<file path="config.mk">
export PLATFORM = sky130hd
export DESIGN_NAME = dram_sram_bridge
export DESIGN_NICKNAME = d
export VERILOG_FILES = /design/src/rtl/dram_sram_pkg.sv /design/src/rtl/strobe_edge.sv /design/src/rtl/addr_demux.sv /design/src/rtl/slot_ctrl.sv /design/src/rtl/dram_sram_bridge.sv
export SDC_FILE = /design/constraint.sdc
export NUM_CORES = 1
export LEC_CHECK = 0
export ABC_AREA = 1
export BUFFER_PORTS_ARGS = -buffer_cell sky130_fd_sc_hd__buf_2
export CELL_PAD_IN_SITES_DETAIL_PLACEMENT = 1
export CELL_PAD_IN_SITES_GLOBAL_PLACEMENT = 1
export CORE_UTILIZATION = 29
export DETAILED_ROUTE_END_ITERATION = 10
export PLACE_DENSITY = 0.66
export SYNTH_ARGS = -nofsm -noshare
export SYNTH_HDL_FRONTEND = slang
export SYNTH_SLANG_ARGS = --single-unit
</file>
<file path="constraint.sdc">
create_clock -name clk -period 0.9 [get_ports clk]
set_input_delay 0.09 -clock clk [delete_from_list [all_inputs] [get_ports clk]]
set_output_delay 0.09 -clock clk [all_outputs]
set_load 0.02 [all_outputs]
</file>
<file path="src/rtl/dram_sram_pkg.sv">
package dram_sram_pkg;
  typedef enum logic {HALF_VID = 1'b0, HALF_CPU = 1'b1} half_e;

  function automatic int max_int(input int a, input int b);
    return (a > b) ? a : b;
  endfunction
endpackage

</file>
<file path="src/rtl/strobe_edge.sv">
module strobe_edge #(
  parameter int N = 2
) (
  input  logic         clk,
  input  logic         rst_n,
  input  logic [N-1:0] lvl,
  output logic [N-1:0] rise
);
  logic [N-1:0] prev_q;

  for (genvar i = 0; i < N; i++) begin : g_edge
    assign rise[i] = lvl[i] & ~prev_q[i];
    always_ff @(posedge clk or negedge rst_n) begin
      if (!rst_n) prev_q[i] <= 1'b0;
      else        prev_q[i] <= lvl[i];
    end
  end
endmodule

</file>
<file path="src/rtl/addr_demux.sv">
module addr_demux #(
  parameter int MUX_W = 8
) (
  input  logic               clk,
  input  logic               rst_n,
  input  logic               row_rise,
  input  logic               col_rise,
  input  logic [MUX_W-1:0]   addr_mux,
  output logic [2*MUX_W-1:0] full_addr
);
  logic [MUX_W-1:0] row_q, row_d, col_q, col_d;

  always_comb begin
    row_d = row_q;
    col_d = col_q;
    if (row_rise) row_d = addr_mux;
    if (col_rise) col_d = addr_mux;
  end

  always_ff @(posedge clk or negedge rst_n) begin
    if (!rst_n) begin
      row_q <= '0;
      col_q <= '0;
    end else begin
      row_q <= row_d;
      col_q <= col_d;
    end
  end

  assign full_addr = {col_q, row_q};
endmodule

</file>
<file path="src/rtl/slot_ctrl.sv">
module slot_ctrl
  import dram_sram_pkg::*;
#(
  parameter int CPU_SLOTS = 2,
  parameter int VID_SLOTS = 1
) (
  input  logic clk,
  input  logic rst_n,
  input  logic half_cpu,
  input  logic row_lvl,
  input  logic col_lvl,
  input  logic col_rise,
  input  logic region_sel,
  input  logic we_req,
  output logic ce,
  output logic we,
  output logic rd_arm
);
  localparam int CNT_W = $clog2(max_int(CPU_SLOTS, VID_SLOTS) + 1);
  localparam logic [CNT_W-1:0] CPU_LIM = CNT_W'(CPU_SLOTS);
  localparam logic [CNT_W-1:0] VID_LIM = CNT_W'(VID_SLOTS);

  half_e            half_now, half_q;
  logic [CNT_W-1:0] cnt_q, cnt_d, cnt_base, limit;
  logic             half_chg, grant, is_wr;
  logic             ce_q, ce_d, we_q, we_d, arm_q, arm_d;

  assign half_now = half_cpu ? HALF_CPU : HALF_VID;
  assign half_chg = (half_now != half_q);

  always_comb begin
    cnt_base = half_chg ? '0 : cnt_q;
    limit    = (half_now == HALF_CPU) ? CPU_LIM : VID_LIM;
    grant    = col_rise & row_lvl & ~region_sel & (cnt_base < limit);
    is_wr    = we_req & (half_now == HALF_CPU);
    cnt_d    = grant ? cnt_base + 1'b1 : cnt_base;
    ce_d     = grant | (ce_q & col_lvl);
    we_d     = grant & is_wr;
    arm_d    = grant & ~is_wr;
  end

  always_ff @(posedge clk or negedge rst_n) begin
    if (!rst_n) begin
      half_q <= HALF_VID;
      cnt_q  <= '0;
      ce_q   <= 1'b0;
      we_q   <= 1'b0;
      arm_q  <= 1'b0;
    end else begin
      half_q <= half_now;
      cnt_q  <= cnt_d;
      ce_q   <= ce_d;
      we_q   <= we_d;
      arm_q  <= arm_d;
    end
  end

  assign ce     = ce_q;
  assign we     = we_q;
  assign rd_arm = arm_q;
endmodule

</file>
<file path="src/rtl/dram_sram_bridge.sv">
module dram_sram_bridge #(
  parameter int MUX_W     = 8,
  parameter int DW        = 8,
  parameter int CPU_SLOTS = 2,
  parameter int VID_SLOTS = 1
) (
  input  logic               clk,
  input  logic               rst_n,
  input  logic               half_cpu,
  input  logic               row_stb,
  input  logic               col_stb,
  input  logic [MUX_W-1:0]   addr_mux,
  input  logic               we_req,
  input  logic               region_sel,
  input  logic [DW-1:0]      sram_rdata,
  output logic [2*MUX_W-1:0] sram_addr,
  output logic               sram_ce,
  output logic               sram_we,
  output logic [DW-1:0]      rd_data
);
  localparam int SYNC_LEN = 2;

  logic [SYNC_LEN-1:0] sync_q;
  logic                rst_core_n;
  logic [1:0]          rise;
  logic                rd_arm;
  logic [DW-1:0]       hold_q, hold_d;

  // Asynchronous assertion, synchronous release
  always_ff @(posedge clk or negedge rst_n) begin
    if (!rst_n) sync_q <= '0;
    else        sync_q <= {sync_q[SYNC_LEN-2:0], 1'b1};
  end
  assign rst_core_n = sync_q[SYNC_LEN-1];

  strobe_edge #(.N(2)) u_edge (
    .clk  (clk),
    .rst_n(rst_core_n),
    .lvl  ({col_stb, row_stb}),
    .rise (rise)
  );

  addr_demux #(.MUX_W(MUX_W)) u_demux (
    .clk      (clk),
    .rst_n    (rst_core_n),
    .row_rise (rise[0]),
    .col_rise (rise[1]),
    .addr_mux (addr_mux),
    .full_addr(sram_addr)
  );

  slot_ctrl #(.CPU_SLOTS(CPU_SLOTS), .VID_SLOTS(VID_SLOTS)) u_slot (
    .clk       (clk),
    .rst_n     (rst_core_n),
    .half_cpu  (half_cpu),
    .row_lvl   (row_stb),
    .col_lvl   (col_stb),
    .col_rise  (rise[1]),
    .region_sel(region_sel),
    .we_req    (we_req),
    .ce        (sram_ce),
    .we        (sram_we),
    .rd_arm    (rd_arm)
  );

  always_comb begin
    hold_d = hold_q;
    if (rd_arm) hold_d = sram_rdata;
  end

  always_ff @(posedge clk or negedge rst_core_n) begin
    if (!rst_core_n) hold_q <= '0;
    else             hold_q <= hold_d;
  end

  assign rd_data = hold_q;
endmodule

</file>
After elaboration in Yosys (flattened, before gate mapping)
Cells that the tools add are included.

operators by class
  $add $sub $neg = 1
  multipliers = 0
  div/mod/pow operators = 0
  magnitude comparators = 1
  equality and inequality tests = 1
  shifts and indexed selects = 0
  muxes and demuxes = 4
  bitwise logic cells = 14
  reductions and logical operators = 0

operator list
  kind                   count
  $and A1 B1 Y1          9
  $mux W2                3
  $not A1 Y1             4
  $add A2 B1 Y2 const B  1
  $lt A2 B2 Y1           1
  $mux W1                1
  $ne A1 B1 Y1           1
  $or A1 B1 Y1           1

storage, ports and cells
  bits in registers = 34
  latch bits = 0
  bits in writable memories = 0
  bits in read-only memories = 0
  input port bits = 23
  logic and storage cells = 32
  memories = 0

Logic depth before layout (Yosys ltp)
  depth after elaboration = 6
  depth in mapped cells = 13
  gate-level depth less buffers = 13

Modules after synthesis
A second synthesis with hierarchy kept.

second synthesis, totals
  cell total of the unflattened synthesis = 150
  area total of the unflattened synthesis = 1,342.5 um2

by module, submodules not included
  module            times used  cells each  area each (um2)
  addr_demux        1           68          610.6
  dram_sram_bridge  1           37          359.1
  slot_ctrl         1           39          302.8
  strobe_edge       1           6           70.1

Worst setup path before layout
Ideal clock, no wire load.

  path kind = register -> register
  start point = register u_slot.half_q
  end point = register u_slot.cnt_q[1]
  arrival = 1.189 ns
  setup slack = -0.405 ns
  stages on the path, launching flop included = 12
  path buffers = 0
  cells stage by stage = dfrtp_1 nand2_1 nand2_2 inv_2 nor2_2 ha_1 inv_1 nand3_1 nor2_4 nand2_4 nand2_1 nand2_1

on the way
  longest elaborated chain between the ends = 5
  elaborated cells between the ends (all ways) = 6
  those cells by class = add/sub: 1; order compare: 1; eq/ne: 1; mux: 2; bitwise: 1

RTL lines
  element                 RTL line         source
  start, declared         slot_ctrl.sv:23  half_e half_now, half_q;
  start signal, assigned  slot_ctrl.sv:50  half_q <= half_now;
  $ne A1 B1 Y1 (*)        slot_ctrl.sv:29  assign half_chg = (half_now != half_q);
  $mux W2 (*)             slot_ctrl.sv:32  cnt_base = half_chg ? '0 : cnt_q;
  $lt A2 B2 Y1            slot_ctrl.sv:34  grant = col_rise & row_lvl & ~region_sel & (cnt_base < limit);
  $and A1 B1 Y1           slot_ctrl.sv:34
  $mux W2 (*)             slot_ctrl.sv:36  cnt_d = grant ? cnt_base + 1'b1 : cnt_base;
  via u_slot.cnt_d[1]     slot_ctrl.sv:24  logic [CNT_W-1:0] cnt_q, cnt_d, cnt_base, limit;
  end signal, assigned    slot_ctrl.sv:51  cnt_q <= cnt_d;
  end, declared           slot_ctrl.sv:24

The timed path passes the listed nets; every way through them passes the cells marked *.
A chain may end at the register's enable or synchronous reset.

Worst setup path in the final report
  start point = register u_slot.half_q
  end point = register u_slot.ce_q (netlist: u_slot.ce)

on the way
  longest elaborated chain between the ends = 5

RTL lines
  element               RTL line         source
  $ne A1 B1 Y1          slot_ctrl.sv:29
  $mux W2               slot_ctrl.sv:32
  $lt A2 B2 Y1          slot_ctrl.sv:34
  $and A1 B1 Y1         slot_ctrl.sv:34
  $or A1 B1 Y1          slot_ctrl.sv:37  ce_d = grant | (ce_q & col_lvl);
  via u_slot.ce_d       slot_ctrl.sv:26  logic ce_q, ce_d, we_q, we_d, arm_q, arm_d;
  end signal, assigned  slot_ctrl.sv:46  ce_q <= 1'b0;
  end signal, assigned  slot_ctrl.sv:52  ce_q <= ce_d;
  end, declared         slot_ctrl.sv:26

The timed path passes the listed nets, and every way through them passes these cells.

==> impl_table.tex <==
\begin{tabular}{lr}
\hline
Metric & Value \\
\hline
\multicolumn{2}{l}{\textbf{STA}} \\
Final hold violation count & 0 \\
Final period demand of the worst path & 1.38 ns \\
Final-layout setup total negative slack & -3.54 ns \\
Final worst-path cycle share & 1.54 \\
Least setup slack across all paths after layout & -0.483 ns \\
Slew Viols, Final & 0 \\
Unrepaired setup endpoints after global routing & true \\
Final setup fails & 42 \\
Max Freq & 723 MHz \\
Setup skew after layout & 0.00631 ns \\
\multicolumn{2}{l}{\textbf{Logic synthesis}} \\
Cell types occupying the most area after synthesis & sky130\_fd\_sc\_hd\_\_dfrtp\_1 64\%, sky130\_fd\_sc\_hd\_\_nand2\_1 7.9\%, sky130\_fd\_sc\_hd\_\_mux2\_2 6.8\% \\
Cell taking the most area after synthesis & sky130\_fd\_sc\_hd\_\_dfrtp\_1 \\
Yosys warning count & 0 \\
Post-Syn Area per Cell & 10.7 um2 \\
Prevailing post-synth register cell & sky130\_fd\_sc\_hd\_\_dfrtp\_1 \\
Sequential area share after synthesis & 0.640 \\
Synth Instances & 124 \\
Synthesized area & 1330 um2 \\
Post-synth EDFFs & 0 \\
FF+latch count, synth & 34 \\
Synth top area share & 0.640 \\
Most frequently used cell type in the post-synthesis netlist & sky130\_fd\_sc\_hd\_\_dfrtp\_1 \\
List of most frequent post-synthesis cells & 34 x sky130\_fd\_sc\_hd\_\_dfrtp\_1, 28 x sky130\_fd\_sc\_hd\_\_nand2\_1, 16 x sky130\_fd\_sc\_hd\_\_inv\_1 \\
Synth cell types & 19 \\
Post-Syn Nets & 148 \\
Fraction of registers with async set or reset after synthesis & 1.00 \\
\multicolumn{2}{l}{\textbf{Route}} \\
Number of remaining DRC errors & 0 \\
Antenna violation net count after detailed routing & 0 \\
Wire length per cell after detailed routing & 14.1 um \\
Routed Wire Length & 3.71 mm \\
Total via count in the routed design & 1,156 \\
First-pass iteration count of the detailed router & 4 \\
Initial DRC Count & 70 \\
Ratio of routed vias to standard cells & 4.41 \\
\multicolumn{2}{l}{\textbf{Critical path}} \\
Data required time of the worst path & 1.08 ns \\
Maximum fanout encountered on the critical timing path & 6 \\
Worst setup path category & reg2reg \\
Critical path data arrival time & 1.56 ns \\
Launching instance or port of the critical path & u\_slot.half\_q\$\_DFF\_PN0\_ \\
Worst r2r path cells & 12 \\
Max stage delay cell, worst path & sky130\_fd\_sc\_hd\_\_dfrtp\_1 \\
Nature of the critical path startpoint & register \\
CP Cell Sequence & inv\_1 -> nand2\_1 -> nand2\_2 -> inv\_2 -> nor2\_4 -> ha\_4 -> inv\_2 -> nand3\_2 -> nor2\_4 -> nand2\_4 -> buf\_4 -> nand2\_1 \\
Sum of buffers and inverters on the critical path & 4 \\
Levels on crit path & 12 \\
Start of the worst register-to-register path & u\_slot.half\_q\$\_DFF\_PN0\_ \\
Cell family with the largest share of critical-path delay & simple AND/OR/NAND/NOR gates \\
CP Capture Type & register \\
Stage delay of the slowest cell on the critical path & 0.39 ns \\
\multicolumn{2}{l}{\textbf{Clock tree}} \\
Cts bufs inserted & 5 \\
CTS clock-pin slew for the worst setup and hold paths & 0.07 ns \\
Count of H-tree levels built during CTS & 2 \\
Insertion delay of the later-clocked pin in the worst-skew pair & 0.28 ns \\
Maximum root-to-sink buffer count & 2 \\
TritonCTS clock tree & built \\
Sink Count & 34 \\
Root buffer selected by CTS & sky130\_fd\_sc\_hd\_\_clkbuf\_8 \\
\multicolumn{2}{l}{\textbf{Layout}} \\
Filler instances & 491 \\
Total inserted antenna cells & 0 \\
Summed area of non-filler cells in the final layout & 2260 um2 \\
Share of cells above drive strength 1 & 0.567 \\
Area Growth Syn to Fin & 70.1\% \\
Post-layout nets & 233 \\
\multicolumn{2}{l}{\textbf{Status}} \\
Status & finished, violations left \\
Violations in the final reports & negative setup slack \\
\multicolumn{2}{l}{\textbf{Floorplan}} \\
Vertical die dimension & 69.7 um \\
Starting utilization of the core area & 0.303 \\
Number of top-level design ports & 49 \\
Row Count & 24 \\
Die width & 69.7 um \\
Die area & 4860 um2 \\
Core region area & 4380 um2 \\
\multicolumn{2}{l}{\textbf{Place}} \\
Number of buffer cells added on primary ports & 48 \\
Placed standard-cell area & 1730 um2 \\
Global placement routability congestion & 0.766 \\
Detailed placement HPWL & 2.32 mm \\
\multicolumn{2}{l}{\textbf{Global route}} \\
Maximum number of pins on one net before global-route repair & 33 \\
Antenna violations before repair & 0 \\
Total routing usage reported by global routing & 0.164 \\
GR Overflow Total & 0 \\
Vias in the first global route & 1,296 \\
Wire length of the first global-routing pass & 6.12 mm \\
\multicolumn{2}{l}{\textbf{Min path}} \\
Hold depth & 2 \\
Worst Min Path Start & sram\_rdata[6] \\
Worst hold path type & in2reg \\
\multicolumn{2}{l}{\textbf{Pwr}} \\
Standby leakage power & 1.19 nW \\
Worst vdd ir & 1050 uV \\
Cell Pwr Density & 1910 nW/um2 \\
\multicolumn{2}{l}{\textbf{Run}} \\
Max capacitance violation total & 0 \\
\hline
\end{tabular}
==> per-layer routing <==
layer | vias to the layer above | global-route usage | wire length [um]
met2 | 35 | 0.276 | 1960
met1 | 561 | 0.198 | 1490
met5 | - | 0 | 0
met4 | 0 | 0.0644 | 59
li1 | 551 | - | -
met3 | 9 | 0.0451 | 190
==> sequential cells by signal (all words and copies together), names as in the netlist <==
name	flops
rd_data	8
u_demux.col_q	8
u_slot.we	1
sync_q	2
u_slot.ce	1
u_edge.prev_q	2
u_slot.cnt_q	2
u_slot.rd_arm	1
u_slot.half_q	1
u_demux.row_q	8
==> through the flow <==
step                      total power [mW]   util  setup WS, ns  std cells  hold slack, ns
after detailed placement              2.69  0.395        -0.480        230          -0.121
after global placement                2.65  0.395        -0.386        230          -0.125
final                                 4.33  0.516        -0.483        262          0.0458
after global routing                  4.55  0.516        -0.570        262          0.0331
after CTS                             4.30  0.497        -0.450        253         -0.0362
after floorplan                       2.33      -        -0.385        124          -0.206
==> power breakdown <==
group	switching (mW)	total (mW)	internal (mW)
Sequential	0.153	1.88	1.73
Clock	0.539	1.16	0.617
Combinational	0.562	1.29	0.732
==> logic make-up (layout without fill, tap and decap cells) <==
kind of cell,Yosys count,after routing,share of synthesized area
flip-flops,34,34,0.640
adder cells (fa/ha/maj),1,1,0.00941
AO/OA/AOI/OAI,18,18,0.0724
AND/OR/NAND/NOR,40,40,0.138
multiplexers,8,8,0.0677
other,1,1,0.00282
buffers and inverters,22,108,0.0696
==> final cells by class <==
class                           count  area, um2  area share
Sequential cell                    34        853       0.377
Multi-Input combinational cell     68        474       0.210
Timing Repair Buffer               81        704       0.311
Clock buffer                        7       86.3      0.0382
Tap cell                           52       65.1      0.0288
Clock inverter                      1       5.00     0.00221
Inverter                           19       73.8      0.0326
==> worst paths after layout <==
| check | end | slack, ns |
|---|---|---|
| min in group asynchronous | sync_q[0]$_DFF_PN0_ | 0.11 |
| hold reg to reg | u_edge.prev_q[1]$_DFF_PN0_ | 0.21 |
| hold / removal | rd_data[6]$_DFFE_PN0P_ | 0.05 |
| max in group asynchronous | u_slot.rd_arm$_DFF_PN0_ | 0.50 |
| setup reg to reg | u_slot.ce$_DFF_PN0_ | -0.48 |
| setup / recovery | u_slot.ce$_DFF_PN0_ | -0.48 |
==> cell usage in the layout, fill, tap and decap left out, types with 3 or more instances in the layout <==
master                          synthesis  layout
sky130_fd_sc_hd__buf_2                  2      23
sky130_fd_sc_hd__nand2_1               28      25
sky130_fd_sc_hd__inv_2                  3       4
sky130_fd_sc_hd__dfrtp_1               34      32
sky130_fd_sc_hd__o21ai_0                5       3
sky130_fd_sc_hd__dlygate4sd3_1          0       4
sky130_fd_sc_hd__mux2_4                 0       8
sky130_fd_sc_hd__clkbuf_8               0       6
sky130_fd_sc_hd__buf_6                  1      25
sky130_fd_sc_hd__o21ai_1               11       7
sky130_fd_sc_hd__o21ai_2                0       6
sky130_fd_sc_hd__inv_1                 16      14
sky130_fd_sc_hd__nand2_2                4       6
sky130_fd_sc_hd__buf_4                  0      26
==> what timing repair did <==
action | in CTS | in global routing
pin swaps | 5 | 2
setup buffers | 11 | 8
hold buffers | 3 | 1
resized for setup | 67 | 6
endpoints found under the setup margin | 47 | 54
gates cloned | 1 | 0
hold endpoints to repair | 5 | 1
Note: power is estimated with default switching activity, not from simulation.
